===== src/rtl/pwr_seq_pkg.sv =====
package pwr_seq_pkg;

    localparam int NUM_RAILS = 3;
    localparam int RAIL_V1   = 0;
    localparam int RAIL_V2   = 1;
    localparam int RAIL_EXT  = 2;

    typedef enum logic [5:0] {
        ST_OFF    = 6'b000001,
        ST_DELAY  = 6'b000010,
        ST_SS1    = 6'b000100,
        ST_SS2    = 6'b001000,
        ST_RUN    = 6'b010000,
        ST_HICCUP = 6'b100000
    } seq_state_e;

    function automatic int max_of4(input int a, input int b, input int c, input int d);
        int m;
        m = a;
        if (b > m) m = b;
        if (c > m) m = c;
        if (d > m) m = d;
        return m;
    endfunction

endpackage


===== src/rtl/pwr_win_filter.sv =====
module pwr_win_filter #(
    parameter int FILT_TICKS = 25
) (
    input  logic clk,
    input  logic rst_n,
    input  logic tick,
    input  logic above_i,
    input  logic below_i,
    output logic in_win_o
);
    localparam int CW = $clog2(FILT_TICKS + 1);

    logic [1:0]    meta_q;
    logic [1:0]    sync_q;
    logic          raw_out;
    logic          excur_q;
    logic [CW-1:0] cnt_q;

    assign raw_out = |sync_q;

    always_ff @(posedge clk or negedge rst_n) begin
        if (!rst_n) begin
            meta_q  <= '0;
            sync_q  <= '0;
            excur_q <= 1'b1;
            cnt_q   <= '0;
        end else begin
            meta_q <= {above_i, below_i};
            sync_q <= meta_q;
            if (raw_out == excur_q) begin
                cnt_q <= '0;
            end else if (tick) begin
                if (cnt_q == CW'(FILT_TICKS - 1)) begin
                    excur_q <= raw_out;
                    cnt_q   <= '0;
                end else begin
                    cnt_q <= cnt_q + 1'b1;
                end
            end
        end
    end

    assign in_win_o = !excur_q;

    AST_FILT_TICK_ONLY: assert property (@(posedge clk) disable iff (!rst_n)
        !tick |=> $stable(excur_q));

endmodule


===== src/rtl/pwr_rst_delay.sv =====
module pwr_rst_delay #(
    parameter int DLY_TICKS = 0
) (
    input  logic clk,
    input  logic rst_n,
    input  logic tick,
    input  logic hold_i,
    output logic rst_n_o
);
    logic rel_q;

    generate
        if (DLY_TICKS == 0) begin : g_pgood
            always_ff @(posedge clk or negedge rst_n) begin
                if (!rst_n) rel_q <= 1'b0;
                else        rel_q <= !hold_i;
            end
        end else begin : g_delay
            localparam int CW = $clog2(DLY_TICKS + 1);
            logic [CW-1:0] cnt_q;
            always_ff @(posedge clk or negedge rst_n) begin
                if (!rst_n) begin
                    rel_q <= 1'b0;
                    cnt_q <= '0;
                end else if (hold_i) begin
                    rel_q <= 1'b0;
                    cnt_q <= '0;
                end else if (!rel_q && tick) begin
                    if (cnt_q == CW'(DLY_TICKS - 1)) rel_q <= 1'b1;
                    else                             cnt_q <= cnt_q + 1'b1;
                end
            end
        end
    endgenerate

    assign rst_n_o = rel_q;

    AST_HOLD_FORCES_LOW: assert property (@(posedge clk) disable iff (!rst_n)
        hold_i |=> !rst_n_o);

endmodule


===== src/rtl/pwr_seq_fsm.sv =====
module pwr_seq_fsm
    import pwr_seq_pkg::*;
#(
    parameter int EN_DLY_TICKS = 16000,
    parameter int SS1_TICKS    = 1400,
    parameter int SS2_TICKS    = 1400,
    parameter int HIC_TICKS    = 31,
    parameter int DIS_TICKS    = 10
) (
    input  logic clk,
    input  logic rst_n,
    input  logic tick,
    input  logic en_i,
    input  logic gfault_i,
    input  logic v1_ok_i,
    input  logic short1_i,
    input  logic short2_i,
    output logic conv1_en_o,
    output logic conv1_ss_o,
    output logic conv2_en_o,
    output logic conv2_ss_o,
    output logic pull_dn_o,
    output logic en_off_o
);
    localparam int MAXT = max_of4(EN_DLY_TICKS, SS1_TICKS, SS2_TICKS, HIC_TICKS);
    localparam int CW   = $clog2(MAXT + 1);
    localparam int DW   = $clog2(DIS_TICKS + 1);

    seq_state_e    state_q, state_nxt;
    logic [CW-1:0] cnt_q;
    logic [CW-1:0] limit;
    logic          done;
    logic          clear_cnt;
    logic [DW-1:0] dis_q;

    // enable-low qualification
    always_ff @(posedge clk or negedge rst_n) begin
        if (!rst_n)                              dis_q <= DW'(DIS_TICKS);
        else if (en_i)                           dis_q <= '0;
        else if (tick && dis_q != DW'(DIS_TICKS)) dis_q <= dis_q + 1'b1;
    end
    assign en_off_o = (dis_q == DW'(DIS_TICKS));

    always_comb begin
        limit = '0;
        unique case (state_q)
            ST_DELAY:  limit = CW'(EN_DLY_TICKS);
            ST_SS1:    limit = CW'(SS1_TICKS);
            ST_SS2:    limit = CW'(SS2_TICKS);
            ST_HICCUP: limit = CW'(HIC_TICKS);
            default:   limit = '0;
        endcase
    end
    assign done = (cnt_q == limit);

    always_comb begin
        state_nxt = state_q;
        unique case (state_q)
            ST_OFF: begin
                if (en_i) state_nxt = ST_DELAY;
            end
            ST_DELAY: begin
                if (en_off_o)      state_nxt = ST_OFF;
                else if (!gfault_i && done) state_nxt = ST_SS1;
            end
            ST_SS1: begin
                if (en_off_o)              state_nxt = ST_OFF;
                else if (gfault_i)         state_nxt = ST_DELAY;
                else if (short1_i)         state_nxt = ST_HICCUP;
                else if (done && v1_ok_i)  state_nxt = ST_SS2;
            end
            ST_SS2: begin
                if (en_off_o)                   state_nxt = ST_OFF;
                else if (gfault_i)              state_nxt = ST_DELAY;
                else if (short1_i || short2_i)  state_nxt = ST_HICCUP;
                else if (done)                  state_nxt = ST_RUN;
            end
            ST_RUN: begin
                if (en_off_o)                   state_nxt = ST_OFF;
                else if (gfault_i)              state_nxt = ST_DELAY;
                else if (short1_i || short2_i)  state_nxt = ST_HICCUP;
            end
            ST_HICCUP: begin
                if (en_off_o)      state_nxt = ST_OFF;
                else if (gfault_i) state_nxt = ST_DELAY;
                else if (done)     state_nxt = ST_SS1;
            end
            default: state_nxt = ST_OFF;
        endcase
    end

    assign clear_cnt = (state_nxt != state_q) || gfault_i;

    // state register and phase timer
    always_ff @(posedge clk or negedge rst_n) begin
        if (!rst_n) begin
            state_q <= ST_OFF;
            cnt_q   <= '0;
        end else begin
            state_q <= state_nxt;
            if (clear_cnt)          cnt_q <= '0;
            else if (tick && !done) cnt_q <= cnt_q + 1'b1;
        end
    end

    // output decode
    always_comb begin
        conv1_en_o = 1'b0;
        conv1_ss_o = 1'b0;
        conv2_en_o = 1'b0;
        conv2_ss_o = 1'b0;
        pull_dn_o  = 1'b0;
        unique case (state_q)
            ST_DELAY: pull_dn_o = 1'b1;
            ST_SS1: begin
                conv1_en_o = 1'b1;
                conv1_ss_o = 1'b1;
            end
            ST_SS2: begin
                conv1_en_o = 1'b1;
                conv2_en_o = 1'b1;
                conv2_ss_o = 1'b1;
            end
            ST_RUN: begin
                conv1_en_o = 1'b1;
                conv2_en_o = 1'b1;
            end
            default: ;
        endcase
    end

    AST_FAULT_STOPS_CONV: assert property (@(posedge clk) disable iff (!rst_n)
        gfault_i |=> (!conv1_en_o && !conv2_en_o));

    AST_CONV2_NEEDS_RAIL1: assert property (@(posedge clk) disable iff (!rst_n)
        $rose(conv2_en_o) |-> $past(v1_ok_i));

    AST_CONV2_UNDER_CONV1: assert property (@(posedge clk) disable iff (!rst_n)
        conv2_en_o |-> conv1_en_o);

    AST_SHORT_STOPS_CONV2: assert property (@(posedge clk) disable iff (!rst_n)
        ((short1_i || short2_i) && conv2_en_o) |=> !conv2_en_o);

endmodule


===== src/rtl/pwr_seq_top.sv =====
module pwr_seq_top
    import pwr_seq_pkg::*;
#(
    parameter int EN_DLY_TICKS = 16000,
    parameter int SS1_TICKS    = 1400,
    parameter int SS2_TICKS    = 1400,
    parameter int HIC_TICKS    = 31,
    parameter int DIS_TICKS    = 10,
    parameter int FILT_TICKS   = 25,
    parameter int RST1_DLY     = 5000,
    parameter int RST2_DLY     = 5000,
    parameter int RSTX_DLY     = 5000
) (
    input  logic       clk,
    input  logic       rst_n,
    input  logic       tick,
    input  logic       en_in,
    input  logic       vin_uv,
    input  logic       vin_ov,
    input  logic       therm_sd,
    input  logic       drv_por,
    input  logic       v1_above_2v,
    input  logic [2:0] win_above,
    input  logic [2:0] win_below,
    input  logic       wd_fault,
    input  logic       short1,
    input  logic       short2,
    output logic       conv1_en,
    output logic       conv1_ss,
    output logic       conv2_en,
    output logic       conv2_ss,
    output logic       out_pd,
    output logic [2:0] rst_out_n
);
    logic [NUM_RAILS-1:0] in_win;
    logic [NUM_RAILS-1:0] hold;
    logic                 en_off;
    logic                 gfault;
    logic                 supply_fault;

    assign supply_fault = vin_uv | vin_ov | therm_sd;
    assign gfault       = supply_fault | drv_por;

    generate
        for (genvar i = 0; i < NUM_RAILS; i++) begin : g_rail
            localparam int DLY = (i == RAIL_V1) ? RST1_DLY :
                                 (i == RAIL_V2) ? RST2_DLY : RSTX_DLY;
            pwr_win_filter #(.FILT_TICKS(FILT_TICKS)) u_filt (
                .clk      (clk),
                .rst_n    (rst_n),
                .tick     (tick),
                .above_i  (win_above[i]),
                .below_i  (win_below[i]),
                .in_win_o (in_win[i])
            );
            pwr_rst_delay #(.DLY_TICKS(DLY)) u_dly (
                .clk     (clk),
                .rst_n   (rst_n),
                .tick    (tick),
                .hold_i  (hold[i]),
                .rst_n_o (rst_out_n[i])
            );
        end
    endgenerate

    always_comb begin
        hold[RAIL_V1]  = !in_win[RAIL_V1] |
                         (v1_above_2v & (supply_fault | wd_fault | en_off));
        hold[RAIL_V2]  = !in_win[RAIL_V2] | supply_fault;
        hold[RAIL_EXT] = !in_win[RAIL_EXT];
    end

    pwr_seq_fsm #(
        .EN_DLY_TICKS (EN_DLY_TICKS),
        .SS1_TICKS    (SS1_TICKS),
        .SS2_TICKS    (SS2_TICKS),
        .HIC_TICKS    (HIC_TICKS),
        .DIS_TICKS    (DIS_TICKS)
    ) u_fsm (
        .clk        (clk),
        .rst_n      (rst_n),
        .tick       (tick),
        .en_i       (en_in),
        .gfault_i   (gfault),
        .v1_ok_i    (in_win[RAIL_V1]),
        .short1_i   (short1),
        .short2_i   (short2),
        .conv1_en_o (conv1_en),
        .conv1_ss_o (conv1_ss),
        .conv2_en_o (conv2_en),
        .conv2_ss_o (conv2_ss),
        .pull_dn_o  (out_pd),
        .en_off_o   (en_off)
    );

    AST_PD_NO_SWITCHING: assert property (@(posedge clk) disable iff (!rst_n)
        out_pd |-> (!conv1_en && !conv2_en));

    AST_EXT_WINDOW_ONLY: assert property (@(posedge clk) disable iff (!rst_n)
        (in_win[RAIL_EXT] && $past(in_win[RAIL_EXT]) && $past(rst_out_n[RAIL_EXT]))
        |-> rst_out_n[RAIL_EXT]);

endmodule


===== config.mk =====
export PLATFORM = sky130hd
export DESIGN_NAME = pwr_seq_top
export DESIGN_NICKNAME = d
export VERILOG_FILES = /design/src/rtl/pwr_seq_pkg.sv /design/src/rtl/pwr_win_filter.sv /design/src/rtl/pwr_rst_delay.sv /design/src/rtl/pwr_seq_fsm.sv /design/src/rtl/pwr_seq_top.sv
export SDC_FILE = /design/constraint.sdc
export NUM_CORES = 1
export LEC_CHECK = 0
export ABC_AREA = 0
export CAP_MARGIN = 30
export CORE_AREA = 2 2 139 73
export DETAILED_ROUTE_END_ITERATION = 12
export DIE_AREA = 0 0 141 75
export DONT_BUFFER_PORTS = 1
export PLACE_DENSITY = 0.75
export SETUP_SLACK_MARGIN = 0.5
export SLEW_MARGIN = 15
export SYNTH_ARGS = -nofsm -noshare
export SYNTH_HDL_FRONTEND = slang
export SYNTH_HIERARCHICAL = 1
export SYNTH_SLANG_ARGS = --single-unit

===== constraint.sdc =====
create_clock -name clk -period 2.4 [get_ports clk]
set_input_delay 0.48 -clock clk [delete_from_list [all_inputs] [get_ports clk]]
set_output_delay 0.48 -clock clk [all_outputs]
set_load 0.1 [all_outputs]

==> impl_results.html <==
<table>
<tr><th>Metric</th><th>Value</th></tr>
<tr><th colspan="2">Drt</th></tr>
<tr><td>Number of vias per cell after detailed routing</td><td>between 5 and 6</td></tr>
<tr><td>Total via count in the routed design</td><td>approximately 4,300</td></tr>
<tr><td>Routed Wire Length</td><td>11.81 mm</td></tr>
<tr><td>Mean routed wirelength per cell</td><td>around 16 µm</td></tr>
<tr><td>Drc violations</td><td>0</td></tr>
<tr><td>Number of nets still failing antenna checks after routing</td><td>0</td></tr>
<tr><td>Iteration count of the initial detailed-routing pass</td><td>4</td></tr>
<tr><td>Drt initial violations</td><td>between 300 and 400</td></tr>
<tr><th colspan="2">STA</th></tr>
<tr><td>Unrepaired setup endpoints after global routing</td><td>yes</td></tr>
<tr><td>Worst-margin pin slew</td><td>between 0.5 and 0.6 ns</td></tr>
<tr><td>Setup Total Neg Slack</td><td>-1.498 ns</td></tr>
<tr><td>Final Hold Viols</td><td>between 90 and 100</td></tr>
<tr><td>Final worst-path setup slack</td><td>-0.1099 ns</td></tr>
<tr><td>Clock Skews</td><td>about 0.011 ns</td></tr>
<tr><td>Number of pins with negative max-slew slack in the final report</td><td>0</td></tr>
<tr><td>Share of the clock period used by the worst path</td><td>104.6%</td></tr>
<tr><td>Worst hold margin</td><td>-0.1788 ns</td></tr>
<tr><td>Count of final setup violators</td><td>17</td></tr>
<tr><td>Max Fclk</td><td>around 400 MHz</td></tr>
<tr><td>Min Clock Period, post-route</td><td>between 2 and 3 ns</td></tr>
<tr><td>Max_slew headroom</td><td>approximately 60%</td></tr>
<tr><th colspan="2">Clock tree</th></tr>
<tr><td>Max Root-Sink Buffers</td><td>2</td></tr>
<tr><td>CTS root buf</td><td>sky130_fd_sc_hd__clkbuf_16</td></tr>
<tr><td>Sink count of the clock tree</td><td>96</td></tr>
<tr><td>Clock tree from TritonCTS</td><td>built</td></tr>
<tr><td>CTS Buf Count</td><td>9</td></tr>
<tr><td>H-tree levels</td><td>3</td></tr>
<tr><td>Clock Latency Late Sink</td><td>between 0.3 and 0.4 ns</td></tr>
<tr><td>Clock slew seen by the registers of the worst setup and hold paths</td><td>about 0.070 ns</td></tr>
<tr><th colspan="2">Global routing</th></tr>
<tr><td>All-Layer GR Usage</td><td>between 20% and 30%</td></tr>
<tr><td>Wire length of the first global-routing pass</td><td>19.62 mm</td></tr>
<tr><td>Global-route congestion overflow total</td><td>0</td></tr>
<tr><td>Pin count of the biggest net entering global routing</td><td>between 90 and 100</td></tr>
<tr><td>Vias in the first global route</td><td>approximately 4,200</td></tr>
<tr><td>Number of antenna violations at the first check in global routing</td><td>0</td></tr>
<tr><th colspan="2">Pwr</th></tr>
<tr><td>Worst ir drop on vdd</td><td>between 300 and 400 µV</td></tr>
<tr><td>Leakage power summed over all cells</td><td>2.750 nW</td></tr>
<tr><td>Overall power</td><td>about 0.0044 W</td></tr>
<tr><td>PD cells</td><td>687.8 nW/µm²</td></tr>
<tr><th colspan="2">Critical path</th></tr>
<tr><td>Critical Path AT</td><td>around 2.7 ns</td></tr>
<tr><td>Delay of the slowest cell on the worst path</td><td>around 0.47 ns</td></tr>
<tr><td>Required @ worst endpoint</td><td>2.63 ns</td></tr>
<tr><td>Kind of critical path</td><td>flop to flop</td></tr>
<tr><td>Cell chain of the critical path</td><td>xor2_2 -&gt; o211ai_1 -&gt; mux2i_2 -&gt; o41ai_4 -&gt; buf_2 -&gt; nor3_1 -&gt; xnor2_1 -&gt; nor2_1</td></tr>
<tr><td>Startpoint type of the worst setup path</td><td>flop</td></tr>
<tr><td>Top fanout value on the critical path</td><td>8</td></tr>
<tr><td>Reg2reg end</td><td>u_fsm/cnt_q[9]$_DFFE_PN0P_</td></tr>
<tr><td>Cell with the biggest individual delay on the critical path</td><td>sky130_fd_sc_hd__dfrtp_2</td></tr>
<tr><td>Cell count of the worst reg-to-reg path</td><td>8</td></tr>
<tr><td>Crit path buf inv count</td><td>1</td></tr>
<tr><td>CP top delay family</td><td>compound AO/OA/AOI/OAI gates</td></tr>
<tr><td>Crit end category</td><td>flop</td></tr>
<tr><td>Reg-to-reg critical path startpoint</td><td>u_fsm/state_q[3]$_DFF_PN0_</td></tr>
<tr><td>Setup slack of the most critical reg-to-reg path</td><td>-0.11 ns</td></tr>
<tr><th colspan="2">Die</th></tr>
<tr><td>Width of the chip</td><td>141 µm</td></tr>
<tr><td>Effective utilization at floorplan</td><td>around 57%</td></tr>
<tr><td>Boundary Pins</td><td>26</td></tr>
<tr><td>Die extent in y</td><td>between 70 and 80 µm</td></tr>
<tr><td>Core region area</td><td>9290 µm²</td></tr>
<tr><td>Full die area</td><td>approximately 11,000 µm²</td></tr>
<tr><td>Number of standard-cell rows in the floorplan</td><td>25</td></tr>
<tr><th colspan="2">Finish</th></tr>
<tr><td>Share of layout cells above drive strength 1</td><td>between 20% and 30%</td></tr>
<tr><td>Final net count</td><td>623</td></tr>
<tr><td>Layout filler cell count</td><td>679</td></tr>
<tr><td>Register area</td><td>approximately 2400 µm²</td></tr>
<tr><td>Total inserted antenna cells</td><td>0</td></tr>
<tr><td>Synth-to-layout area growth</td><td>21.38%</td></tr>
<tr><td>Footprint of the multi-input gates</td><td>slightly below 3000 µm²</td></tr>
<tr><th colspan="2">Synthesis</th></tr>
<tr><td>Flip-flop cell with the highest count after synthesis</td><td>sky130_fd_sc_hd__dfrtp_1</td></tr>
<tr><td>Yosys warning count</td><td>6</td></tr>
<tr><td>Number of synthesized flops with an enable pin</td><td>0</td></tr>
<tr><td>Area of the mapped netlist</td><td>approximately 5300 µm²</td></tr>
<tr><td>Average footprint of a synthesized cell</td><td>9.820 µm²</td></tr>
<tr><td>Sequential cell area fraction in the yosys report</td><td>45.45%</td></tr>
<tr><td>Yosys cell types</td><td>57</td></tr>
<tr><td>Fraction of registers with async set/reset</td><td>100.0%</td></tr>
<tr><td>Cell count after synthesis</td><td>540</td></tr>
<tr><td>Number of storage elements in the synthesis netlist</td><td>96</td></tr>
<tr><td>Net Count, Synth</td><td>570</td></tr>
<tr><th colspan="2">Run status</th></tr>
<tr><td>Run status</td><td>finished with violations</td></tr>
<tr><td>Violations in the final reports</td><td>negative hold slack, negative setup slack</td></tr>
<tr><th colspan="2">Hold path</th></tr>
<tr><td>Worst min-delay path class</td><td>input pin to asynchronous set/reset pin</td></tr>
<tr><th colspan="2">Place</th></tr>
<tr><td>Number of port buffers</td><td>0</td></tr>
<tr><td>Global placer's final weighted congestion</td><td>roughly 0.96</td></tr>
<tr><td>Estimated wirelength of the detail-placed design</td><td>~7.4 mm</td></tr>
<tr><th colspan="2">Job</th></tr>
<tr><td>Max capacitance violation total</td><td>0</td></tr>
</table>
[synthesized netlist by cell type, types with 6 or more instances]
library cell,instances,area (µm²)
sky130_fd_sc_hd__or3_1,10,62.56
sky130_fd_sc_hd__clkbuf_1,7,26.28
sky130_fd_sc_hd__nor2b_1,11,68.82
sky130_fd_sc_hd__inv_1,21,78.83
sky130_fd_sc_hd__ha_1,12,150.1
sky130_fd_sc_hd__nor3_1,13,65.06
sky130_fd_sc_hd__nor2_1,70,262.8
sky130_fd_sc_hd__nand2b_1,11,68.82
sky130_fd_sc_hd__buf_2,10,50.05
sky130_fd_sc_hd__and4_1,6,52.55
sky130_fd_sc_hd__dfrtp_1,90,2252
sky130_fd_sc_hd__dfstp_2,6,157.7
sky130_fd_sc_hd__nand2_1,38,142.6
sky130_fd_sc_hd__xnor2_1,19,166.4
sky130_fd_sc_hd__o21ai_0,10,50.05
sky130_fd_sc_hd__nand3_1,27,135.1
sky130_fd_sc_hd__mux2i_1,8,80.08
sky130_fd_sc_hd__xor2_1,31,271.5
sky130_fd_sc_hd__and4b_1,12,120.1
sky130_fd_sc_hd__nand4_1,22,137.6
sky130_fd_sc_hd__a21oi_1,21,105.1
[area by class of cell]
class | instances | share of cell area [%]
clock buffers | 9 | 3.499
repair buffers | 60 | 7.834
clock inverters | 7 | 1.400
well taps | 121 | 2.352
multi-input cells | 405 | 46.15
inverters | 21 | 1.283
flip-flops and latches | 96 | 37.48
[flip-flops by register name (all words and copies together) (netlist names)]
register	cells
g_rail.u_dly/g_delay.cnt_q	39
g_rail.u_filt/cnt_q	15
u_fsm/cnt_q	14
g_rail.u_filt/meta_q	6
g_rail.u_filt/sync_q	6
u_fsm/state_q	6
u_fsm/dis_q	4
g_rail.u_dly/rst_n_o	3
g_rail.u_filt/excur_q	3
[stage by stage]
step	setup WS (ns)	cells	hold slack, ns	utilization [%]	instance area (µm²)
after floorplan	-0.7247	540	0.1844	-	5393
after global placement	-0.004667	693	0.1864	62.84	5838
after detailed placement	-0.05977	693	0.1863	62.84	5838
after CTS	-0.008929	715	-0.1949	68.03	6320
after global routing	-0.2255	719	-0.1915	69.28	6436
final	-0.1099	719	-0.1788	69.28	6436
[power by group]
group | internal [W] | switching [W] | leakage (nW)
logic | 0.000468 | 0.000558 | 1.33
clock network | 0.000830 | 0.000669 | 0.153
registers | 0.00175 | 0.000156 | 1.26
total | 0.00304 | 0.00138 | 2.75
[cells in the final DEF (no fill, tap or decap), types with 12 or more instances in the layout]
cell and instances:
sky130_fd_sc_hd__and4b_1 12, sky130_fd_sc_hd__buf_4 52, sky130_fd_sc_hd__xnor2_1 18, sky130_fd_sc_hd__nand3_1 26, sky130_fd_sc_hd__dfrtp_1 88, sky130_fd_sc_hd__nor2_1 69, sky130_fd_sc_hd__xor2_1 30, sky130_fd_sc_hd__a21oi_1 19
sky130_fd_sc_hd__nand2_1 38, sky130_fd_sc_hd__inv_1 19, sky130_fd_sc_hd__nand4_1 22
[worst register-to-register path, stage by stage, from the launching register on]
cell,delay [ns]
sky130_fd_sc_hd__dfrtp_2,0.47
sky130_fd_sc_hd__xor2_2,0.23
sky130_fd_sc_hd__o211ai_1,0.43
sky130_fd_sc_hd__mux2i_2,0.42
sky130_fd_sc_hd__o41ai_4,0.13
sky130_fd_sc_hd__buf_2,0.17
sky130_fd_sc_hd__nor3_1,0.31
sky130_fd_sc_hd__xnor2_1,0.17
sky130_fd_sc_hd__nor2_1,0.06
[worst max-delay path by stage]
stage | start | end | slack, ns | depth (start not counted)
2_1_floorplan | u_fsm/state_q[1]$_DFF_PN0_ | u_fsm/cnt_q[13]$_DFFE_PN0P_ | -0.72 | 9
3_3_place_gp | u_fsm/state_q[4]$_DFF_PN0_ | u_fsm/cnt_q[4]$_DFFE_PN0P_ | -0.005 | 9
3_5_place_dp | u_fsm/state_q[1]$_DFF_PN0_ | u_fsm/cnt_q[3]$_DFFE_PN0P_ | -0.06 | 8
4_1_cts | u_fsm/state_q[1]$_DFF_PN0_ | u_fsm/cnt_q[13]$_DFFE_PN0P_ | -0.009 | 9
5_1_grt | u_fsm/state_q[3]$_DFF_PN0_ | u_fsm/cnt_q[13]$_DFFE_PN0P_ | -0.23 | 8
6_report | u_fsm/state_q[3]$_DFF_PN0_ | u_fsm/cnt_q[9]$_DFFE_PN0P_ | -0.11 | 8
[cells by family (layout without fill, tap and decap cells)]
group	after synthesis	count (layout)	synth area share (%)
buffers and inverters	39	97	3.068
flip-flops	96	96	45.45
multiplexers	15	15	3.209
XOR/XNOR	50	50	8.259
adder cells (fa/ha/maj)	12	12	2.831
AND/OR/NAND/NOR	260	260	28.36
AO/OA/AOI/OAI	68	68	8.825
[layer usage]
layer	vias up	track usage (%)	routed length (µm)
li1	2037	-	-
met1	2148	29.87	5292
met2	94	40.33	5732
met3	30	5.153	455
met4	0	8.556	325
met5	-	0	0
[what timing repair did]
| item | 4_1_cts | 5_1_grt |
|---|---|---|
| buffers inserted | 5 | 4 |
| hold endpoints to repair | 96 | 94 |
| cloned | 1 | 0 |
| pin swaps | 10 | 5 |
| gates resized for setup | 32 | 18 |
| setup endpoints to repair | 36 | 40 |
No activity file was read; power rests on OpenSTA's default activity.
